<file path="src/rtl/dram_pkg.sv">
package dram_pkg;

  // Reference row selection, one-hot, none while idle.
  typedef enum logic [1:0] {
    REF_NONE = 2'b00,
    REF_A    = 2'b01,
    REF_B    = 2'b10
  } ref_sel_e;

  // The reference row always sits across the sense latches from the
  // data row: lower half of the rows uses B, upper half uses A.
  function automatic ref_sel_e ref_for_row(input logic upper_half);
    return upper_half ? REF_A : REF_B;
  endfunction

endpackage

</file>
<file path="src/rtl/dram_strobe_sync.sv">
// Samples both active-low strobes and produces single-cycle edge pulses.
module dram_strobe_sync (
  input  logic clk,
  input  logic rst_n,
  input  logic ras_n,
  input  logic cas_n,
  output logic ras_fall,
  output logic ras_rise,
  output logic cas_fall
);

  localparam int NSTROBE = 2;

  logic [NSTROBE-1:0] cur;
  logic [NSTROBE-1:0] prev_q;
  logic [NSTROBE-1:0] fall;

  assign cur = {cas_n, ras_n};

  for (genvar s = 0; s < NSTROBE; s++) begin : g_strobe
    always_ff @(posedge clk or negedge rst_n) begin
      if (!rst_n) begin
        prev_q[s] <= 1'b1;
      end else begin
        prev_q[s] <= cur[s];
      end
    end
    assign fall[s] = prev_q[s] & ~cur[s];
  end

  assign ras_fall = fall[0];
  assign cas_fall = fall[1];
  assign ras_rise = ~prev_q[0] & cur[0];

endmodule

</file>
<file path="src/rtl/dram_cell_bank.sv">
// Storage cells with one retention counter per cell.
module dram_cell_bank #(
  parameter int ROWS       = 4,
  parameter int COLS       = 4,
  parameter int RET_CYCLES = 1024,
  localparam int ROW_W     = $clog2(ROWS),
  localparam int COL_W     = $clog2(COLS),
  localparam int CELLS     = ROWS * COLS,
  localparam int CNT_W     = $clog2(RET_CYCLES + 1)
) (
  input  logic             clk,
  input  logic             rst_n,
  input  logic [ROWS-1:0]  restore_rows,
  input  logic             wr_en,
  input  logic [ROW_W-1:0] wr_row,
  input  logic [COL_W-1:0] wr_col,
  input  logic             wr_bit,
  output logic [CELLS-1:0] cell_bits,
  output logic [CELLS-1:0] decayed
);

  for (genvar r = 0; r < ROWS; r++) begin : g_row
    for (genvar c = 0; c < COLS; c++) begin : g_col
      localparam int IDX = r * COLS + c;

      logic [CNT_W-1:0] cnt_q, cnt_d;
      logic             bit_q, bit_d;
      logic             dec_q, dec_d;
      logic             wr_hit;
      logic             en;

      assign wr_hit = wr_en && (wr_row == ROW_W'(r)) && (wr_col == COL_W'(c));
      assign en     = restore_rows[r] || (cnt_q != '0);

      always_comb begin
        cnt_d = cnt_q;
        bit_d = bit_q;
        dec_d = dec_q;
        if (restore_rows[r]) begin
          cnt_d = CNT_W'(RET_CYCLES);
          dec_d = 1'b0;
          if (wr_hit) begin
            bit_d = wr_bit;
          end
        end else if (cnt_q != '0) begin
          cnt_d = cnt_q - CNT_W'(1);
          if (cnt_q == CNT_W'(1)) begin
            bit_d = 1'b0;
            dec_d = 1'b1;
          end
        end
      end

      always_ff @(posedge clk or negedge rst_n) begin
        if (!rst_n) begin
          cnt_q <= CNT_W'(RET_CYCLES);
          bit_q <= 1'b0;
          dec_q <= 1'b0;
        end else if (en) begin
          cnt_q <= cnt_d;
          bit_q <= bit_d;
          dec_q <= dec_d;
        end
      end

      assign cell_bits[IDX] = bit_q;
      assign decayed[IDX]   = dec_q;
    end
  end

endmodule

</file>
<file path="src/rtl/dram_sense_row.sv">
// Per-column sense latches and the column read multiplexer.
module dram_sense_row #(
  parameter int COLS   = 4,
  localparam int COL_W = $clog2(COLS)
) (
  input  logic             clk,
  input  logic             rst_n,
  input  logic             load_en,
  input  logic [COLS-1:0]  load_bits,
  input  logic             wr_en,
  input  logic [COL_W-1:0] wr_col,
  input  logic             wr_bit,
  input  logic [COL_W-1:0] col_sel,
  output logic             rd_bit
);

  logic [COLS-1:0] latch_q, latch_d;
  logic            en;

  assign en = load_en | wr_en;

  always_comb begin
    latch_d = latch_q;
    if (load_en) begin
      latch_d = load_bits;
    end else if (wr_en) begin
      latch_d[wr_col] = wr_bit;
    end
  end

  always_ff @(posedge clk or negedge rst_n) begin
    if (!rst_n) begin
      latch_q <= '0;
    end else if (en) begin
      latch_q <= latch_d;
    end
  end

  assign rd_bit = latch_q[col_sel];

endmodule

</file>
<file path="src/rtl/dram_mux_array.sv">
module dram_mux_array #(
  parameter int ADDR_W     = 2,
  parameter int RET_CYCLES = 1024,
  localparam int ROWS      = 1 << ADDR_W,
  localparam int COLS      = 1 << ADDR_W,
  localparam int CELLS     = ROWS * COLS
) (
  input  logic              clk,
  input  logic              rst_n,
  input  logic [ADDR_W-1:0] addr,
  input  logic              ras_n,
  input  logic              cas_n,
  input  logic              we_n,
  input  logic              din,
  output logic              dout,
  output logic              row_open,
  output logic [1:0]        ref_sel,
  output logic [CELLS-1:0]  decayed
);
  import dram_pkg::*;

  // Reset: asynchronous assertion, synchronous release.
  logic [1:0] rst_sync_q;
  logic       rst_int_n;

  always_ff @(posedge clk or negedge rst_n) begin
    if (!rst_n) begin
      rst_sync_q <= 2'b00;
    end else begin
      rst_sync_q <= {rst_sync_q[0], 1'b1};
    end
  end
  assign rst_int_n = rst_sync_q[1];

  logic ras_fall, ras_rise, cas_fall;

  dram_strobe_sync u_strobe (
    .clk      (clk),
    .rst_n    (rst_int_n),
    .ras_n    (ras_n),
    .cas_n    (cas_n),
    .ras_fall (ras_fall),
    .ras_rise (ras_rise),
    .cas_fall (cas_fall)
  );

  // Row state.
  logic              open_q, open_d;
  logic [ADDR_W-1:0] row_q, row_d;
  logic              row_en;

  always_comb begin
    open_d = open_q;
    row_d  = row_q;
    if (ras_fall) begin
      open_d = 1'b1;
      row_d  = addr;
    end else if (ras_rise) begin
      open_d = 1'b0;
    end
  end
  assign row_en = ras_fall | ras_rise;

  always_ff @(posedge clk or negedge rst_int_n) begin
    if (!rst_int_n) begin
      open_q <= 1'b0;
      row_q  <= '0;
    end else if (row_en) begin
      open_q <= open_d;
      row_q  <= row_d;
    end
  end

  // Column access, valid only with the row strobe low and a row open.
  logic access, wr_acc, rd_acc;
  assign access = cas_fall & ~ras_n & open_q;
  assign wr_acc = access & ~we_n;
  assign rd_acc = access & we_n;

  // Rows being restored this cycle: the one opening and the one held open.
  logic [ROWS-1:0] restore_rows;
  always_comb begin
    for (int r = 0; r < ROWS; r++) begin
      restore_rows[r] = (ras_fall && (addr == ADDR_W'(r))) ||
                        (open_q && (row_q == ADDR_W'(r)));
    end
  end

  logic [CELLS-1:0] cell_bits;

  dram_cell_bank #(
    .ROWS       (ROWS),
    .COLS       (COLS),
    .RET_CYCLES (RET_CYCLES)
  ) u_cells (
    .clk          (clk),
    .rst_n        (rst_int_n),
    .restore_rows (restore_rows),
    .wr_en        (wr_acc),
    .wr_row       (row_q),
    .wr_col       (addr),
    .wr_bit       (din),
    .cell_bits    (cell_bits),
    .decayed      (decayed)
  );

  logic [COLS-1:0] row_bits;
  logic            rd_bit;

  assign row_bits = cell_bits[int'(addr) * COLS +: COLS];

  dram_sense_row #(
    .COLS (COLS)
  ) u_sense (
    .clk       (clk),
    .rst_n     (rst_int_n),
    .load_en   (ras_fall),
    .load_bits (row_bits),
    .wr_en     (wr_acc),
    .wr_col    (addr),
    .wr_bit    (din),
    .col_sel   (addr),
    .rd_bit    (rd_bit)
  );

  // Output data register, loaded on reads only.
  logic dout_q;
  always_ff @(posedge clk or negedge rst_int_n) begin
    if (!rst_int_n) begin
      dout_q <= 1'b0;
    end else if (rd_acc) begin
      dout_q <= rd_bit;
    end
  end

  ref_sel_e ref_now;
  assign ref_now  = open_q ? ref_for_row(row_q[ADDR_W-1]) : REF_NONE;
  assign ref_sel  = ref_now;
  assign dout     = dout_q;
  assign row_open = open_q;

endmodule

</file>
<file path="config.mk">
export PLATFORM = sky130hd
export DESIGN_NAME = dram_mux_array
export DESIGN_NICKNAME = d
export VERILOG_FILES = /design/src/rtl/dram_pkg.sv /design/src/rtl/dram_strobe_sync.sv /design/src/rtl/dram_cell_bank.sv /design/src/rtl/dram_sense_row.sv /design/src/rtl/dram_mux_array.sv
export SDC_FILE = /design/constraint.sdc
export NUM_CORES = 1
export LEC_CHECK = 0
export CAP_MARGIN = 10
export CORE_MARGIN = 10
export CORE_UTILIZATION = 55
export DETAILED_ROUTE_END_ITERATION = 12
export GPL_TIMING_DRIVEN = 1
export PLACE_DENSITY_LB_ADDON = 0.05
export SYNTH_ARGS = -nofsm -noshare
export SYNTH_HDL_FRONTEND = slang
export SYNTH_SLANG_ARGS = --single-unit
</file>
<file path="constraint.sdc">
create_clock -name clk -period 9.29 [get_ports clk]
set_input_delay 1.3935 -clock clk [delete_from_list [all_inputs] [get_ports clk]]
set_output_delay 1.3935 -clock clk [all_outputs]
set_load 0.03 [all_outputs]
</file>
Yosys cells after proc, flatten, opt, wreduce, memory -nomap -nowiden
Cells that the tools add are included.
W data, S select, Z words.
{"block": "totals", "register_bits": 220, "inputBits": 8, "output_inout_bits": 20, "wordCells": 432}
{"block": "op_classes", "add_sub_neg": 16, "magnitude_cmp": 2, "eq_ne": 38, "n_shift": 1, "mux": 155, "n_bitwise": 13, "n_reduce_logical": 152}
{"op": "$mux W11", "n": 32}
{"op": "$eq A11 B1 Y1 const B", "n": 16}
{"op": "$reduce_bool A11 Y1", "n": 16}
{"op": "$sub A11 B1 Y11 const B", "n": 16}
{"op": "$mux W1", "n": 116}
{"op": "$reduce_bool A2 Y1", "n": 34}
{"op": "$reduce_and A4 Y1", "n": 16}
{"op": "$reduce_and A3 Y1", "n": 16}
{"op": "$reduce_and A2 Y1", "n": 19}
{"op": "$ne A2 B2 Y1 const B", "n": 16}
{"op": "$logic_and A1 B1 Y1", "n": 29}
{"op": "$logic_or A1 B1 Y1", "n": 20}
{"op": "$shiftx A16 B5 Y4", "n": 1}
{"op": "$eq A2 B2 Y1 const B", "n": 4}
{"op": "$mux W4", "n": 2}
{"op": "$and A1 B1 Y1", "n": 7}
{"op": "$bwmux W4", "n": 1}
{"op": "$eq A2 B1 Y1 const B", "n": 2}
{"op": "$logic_not A2 Y1", "n": 2}
{"op": "$mux W2", "n": 2}
{"op": "$not A1 Y1", "n": 4}
{"op": "$lt A2 B3 Y1 const B", "n": 1}
{"op": "$bmux W1 S2", "n": 1}
{"op": "$demux W1 S2", "n": 1}
{"op": "other kinds (2)", "n": 3}

Longest topological paths before layout
{"block": "depth", "ltp_word": 9, "ltp_mapped": 8}

Cells and area by module
Synthesis repeated with hierarchy kept, for this count alone.
{"block": "unflattened", "cells_unflattened": 1223, "hier_area_um2": 11876.4}
{"mod": "dram_cell_bank", "n_inst": 1, "cells_per_inst": 1167, "area_each_um2": 11189.5, "seq_area_each_um2": 5225.0}
{"mod": "dram_mux_array", "n_inst": 1, "cells_per_inst": 34, "area_each_um2": 372.9, "seq_area_each_um2": 150.1}
{"mod": "dram_sense_row", "n_inst": 1, "cells_per_inst": 17, "area_each_um2": 240.2, "seq_area_each_um2": 100.1}
{"mod": "dram_strobe_sync", "n_inst": 1, "cells_per_inst": 5, "area_each_um2": 73.8, "seq_area_each_um2": 52.6}

Worst setup path before layout
No wires, ideal clock.
{"block": "synth_timing", "path_type": "input to register", "startpoint": "input port ras_n", "endpoint": "register u_cells.g_row[0].g_col[2].cnt_q[5]", "t_arrival_ns": 2.891, "required_ns": 9.223, "slack_ns": 6.332, "cell_stages": 7, "path_cell_list": "inv_1 -> ha_1 -> nor3b_1 -> or2_2 -> buf_6 -> or4_2 -> nand2_1"}
{"block": "synth_between", "elab_chain_cells": 6, "word_cells_on_any_way": 8, "classes_between": "1 x mux; 2 x bitwise; 5 x reduce/logical"}
{"item": "start, declared", "line": "dram_mux_array.sv:11", "source": "input logic ras_n,"}
{"item": "$not A1 Y1 (*)", "line": "dram_strobe_sync.sv:28", "source": "assign fall[s] = prev_q[s] & ~cur[s];"}
{"item": "$and A1 B1 Y1 (*)", "line": "dram_strobe_sync.sv:28"}
{"item": "$logic_and A1 B1 Y1 (*)", "line": "dram_mux_array.sv:84", "source": "restore_rows[r] = (ras_fall && (addr == ADDR_W'(r))) ||"}
{"item": "$logic_or A1 B1 Y1 (*)", "line": "dram_mux_array.sv:84"}
{"item": "$reduce_bool A2 Y1 (no line) or $logic_or A1 B1 Y1 (tied branches)"}
{"item": "$reduce_and A2 Y1 (no line)"}
{"item": "end signal, assigned", "line": "dram_cell_bank.sv:56", "source": "cnt_q <= CNT_W'(RET_CYCLES);"}
{"item": "end signal, assigned", "line": "dram_cell_bank.sv:60", "source": "cnt_q <= cnt_d;"}
{"item": "end, declared", "line": "dram_cell_bank.sv:26", "source": "logic [CNT_W-1:0] cnt_q, cnt_d;"}
Mark *: on every way between the ends. The rest lies on a longest branch, timed or not.
A chain may end at the register's enable or synchronous reset.

Final worst setup path
Same ends and word-level chain as after synthesis.

==> results.sh <==
export IMPL_clk_latency_ps=520
export IMPL_clockRootBuffer="clkbuf_16"
export IMPL_final_max_slew_viol_count=0
export IMPL_final_cell_mix="201 x dfrtp_1, 137 x nor2_1, 70 x nand2_1"
export IMPL_synth_simple_area_share_pct=23.9
export IMPL_finalHoldViolCount=0
export IMPL_antenna_cells=0
export IMPL_clock_sinks=220
export IMPL_synth_mux_area_share_pct=3.87
export IMPL_final_common_cell="dfrtp_1"
export IMPL_tightest_slew_ps=1010
export IMPL_grt_first_pass_wirelength_mm=41.0
export IMPL_fp_dieH_um=167
export IMPL_synth_top_family_by_area="simple AND/OR/NAND/NOR gates"
export IMPL_fill_cells=1814
export IMPL_synth_compound_area_share_pct=13.3
export IMPL_cts_setup_buffers=0
export IMPL_ys_seq_area_share_pct=46.7
export IMPL_dp_hpwl_mm=15.3
export IMPL_die_area_um2=27800
export IMPL_start_util_pct=56.1
export IMPL_portBuffers=27
export IMPL_cts_htree_levels=1
export IMPL_grt_ovfl_total=0
export IMPL_syn_area_um2=11800
export IMPL_fmax_mhz=281
export IMPL_cellPowerDensity_nw_per_um2=330
export IMPL_syn_to_final_growth_pct=9.60
export IMPL_hp_class="reg2async"
export IMPL_synth_adder_area_share_pct=3.60
export IMPL_total_power_uw=4280
export IMPL_grt_max_degree=183
export IMPL_routabilityCongestion=0.834
export IMPL_synth_net_count=1251
export IMPL_endpoint_kind="flop"
export IMPL_cts_resized_gates=0
export IMPL_first_pass_iters=5
export IMPL_synthCells=1209
export IMPL_io_pins=28
export IMPL_cts_tree="yes"
export IMPL_grtUsageTotal_pct=16.7
export IMPL_ant_nets=0
export IMPL_fin_crit_sh_pct=38.4
export IMPL_drc=0
export IMPL_die_w_um=167
export IMPL_rsz0062_at_grt="no"
export IMPL_syn_avg_cell_area_um2=9.78
export IMPL_avgRoutedWirePerCell_um=15.6
export IMPL_synth_edf_count=0
export IMPL_utilization_pct=61.5
export IMPL_leakagePower_uw=0.00557
export IMPL_grt_pass1_vias=8442
export IMPL_cts_path_max_buffers=3
export IMPL_vdd_drop_max_uv=196
export IMPL_vias=8849
export IMPL_yosys_warnings=0
export IMPL_timing_hold_ws_ps=302
export IMPL_synth_distinct_cells=67
export IMPL_synthArstFlopShare_pct=100
export IMPL_dpl_cell_area_um2=12200
export IMPL_drive_above_1_share_pct=9.61
export IMPL_nNetsFinal=1253
export IMPL_finClkSkew_ps=8.34
export IMPL_required_ps=9740
export IMPL_wl_mm=23.4
export IMPL_via_per_inst=5.89
export IMPL_finalSetupViolations=0
export IMPL_crit_arrival_ps=4020
export IMPL_synth_xor_area_share_pct=4.37
export IMPL_critPathLaunchType="primary input"
export IMPL_fin_area_um2=13000
export IMPL_numCtsBuffers=25
export IMPL_period_minus_slack_ps=3560
export IMPL_cap_violations=0
export IMPL_core_um2=21100
export IMPL_antenna_found_initial=0
export IMPL_rows=53
export IMPL_critPathKind="in2reg"
export IMPL_clkSlewWorstSetupHoldPaths_ps=60
export IMPL_status="completed"
export IMPL_crit_fanout=44
export IMPL_cts_hold_fix_buffers=0
export IMPL_max_slew_margin_pct=32.7
export IMPL_synth_seq_cells=220
export IMPL_yosys_most_used_dff="dfrtp_1"
export IMPL_tns_ps=0
export IMPL_drtIter0Drc=634
-- cell usage after synthesis (26+ instances only) --
master | count | area [um2]
a21oi_1 | 66 | 330
clkbuf_1 | 27 | 101
dfrtp_1 | 202 | 5050
ha_1 | 34 | 425
inv_1 | 53 | 199
mux2i_1 | 30 | 300
nand2_1 | 70 | 263
nand3_1 | 39 | 195
nor2_1 | 137 | 514
nor3_1 | 43 | 215
o21ai_0 | 27 | 135
o31ai_1 | 26 | 195
or3_1 | 65 | 407
xnor2_1 | 46 | 403
-- registers in the layout, indices dropped and copies added (netlist names) --
signal,count
u_cells.g_row.g_col.cnt_q,176
u_cells.g_row.g_col.bit_q,16
u_cells.g_row.g_col.dec_q,16
u_sense.latch_q,4
row_q,2
rst_sync_q,2
u_strobe.prev_q,2
dout,1
row_open,1
-- worst max-delay path, cell delays in order --
cell	delay, ps
clkdlybuf4s50_1	520
inv_1	80
ha_1	330
nor3b_1	220
or2_2	640
or4_2	740
nand2_1	80
-- stage by stage --
stage	setup WS (ps)	cells
2_1_floorplan	2740	1209
3_3_place_gp	5180	1459
3_5_place_dp	5150	1459
4_1_cts	5700	1503
5_1_grt	5500	1503
6_report	5730	1503
-- layout make-up --
type	count	area [um2]	area share [%]
inverters	53	199	1.53
repair buffers	30	305	2.35
multi-input cells	881	5810	44.8
flip-flops and latches	220	5530	42.7
clock inverters	10	75.1	0.579
well taps	275	344	2.65
clock buffers	34	699	5.39
-- power breakdown --
part | total, uW | internal (uW) | switching [uW]
Combinational | 1590 | 722 | 864
Sequential | 1760 | 1360 | 401
Clock | 936 | 551 | 385
-- logic make-up (layout without fill, tap and decap cells) --
kind of cell | after synthesis | in the layout
other | 1 | 1
xor gates and xnor gates | 59 | 59
muxes | 39 | 39
and+or+nand+nor | 517 | 517
DFF | 220 | 220
AOI/OAI and AO/OA | 231 | 231
buffers and inverters | 108 | 127
adders and majority gates | 34 | 34
-- path summary, 6_finish.rpt --
check,slack (ps),startpoint,end,depth (start not counted)
worst max-delay path,5730,ras_n,u_cells.g_row[0].g_col[2].cnt_q[5],7
worst min-delay path,300,rst_sync_q[1],u_cells.g_row[3].g_col[0].cnt_q[5],0
worst max register to register,6570,row_open,u_cells.g_row[0].g_col[3].bit_q,4
worst min register to register,300,rst_sync_q[1],u_cells.g_row[3].g_col[0].cnt_q[5],0
max in group asynchronous,7620,rst_sync_q[1],u_cells.g_row[1].g_col[1].cnt_q[5],1
min in group clk,360,rst_sync_q[0],rst_sync_q[1],0
-- layer usage --
layer	global-route usage [%]	routed length, um	vias up
met4	3.40	388	0
met3	2.66	782	28
met1	23.9	11800	4291
met2	26.2	10500	103
met5	0	0	-
li1	-	-	4427
No activity file was read; power rests on OpenSTA's default activity.
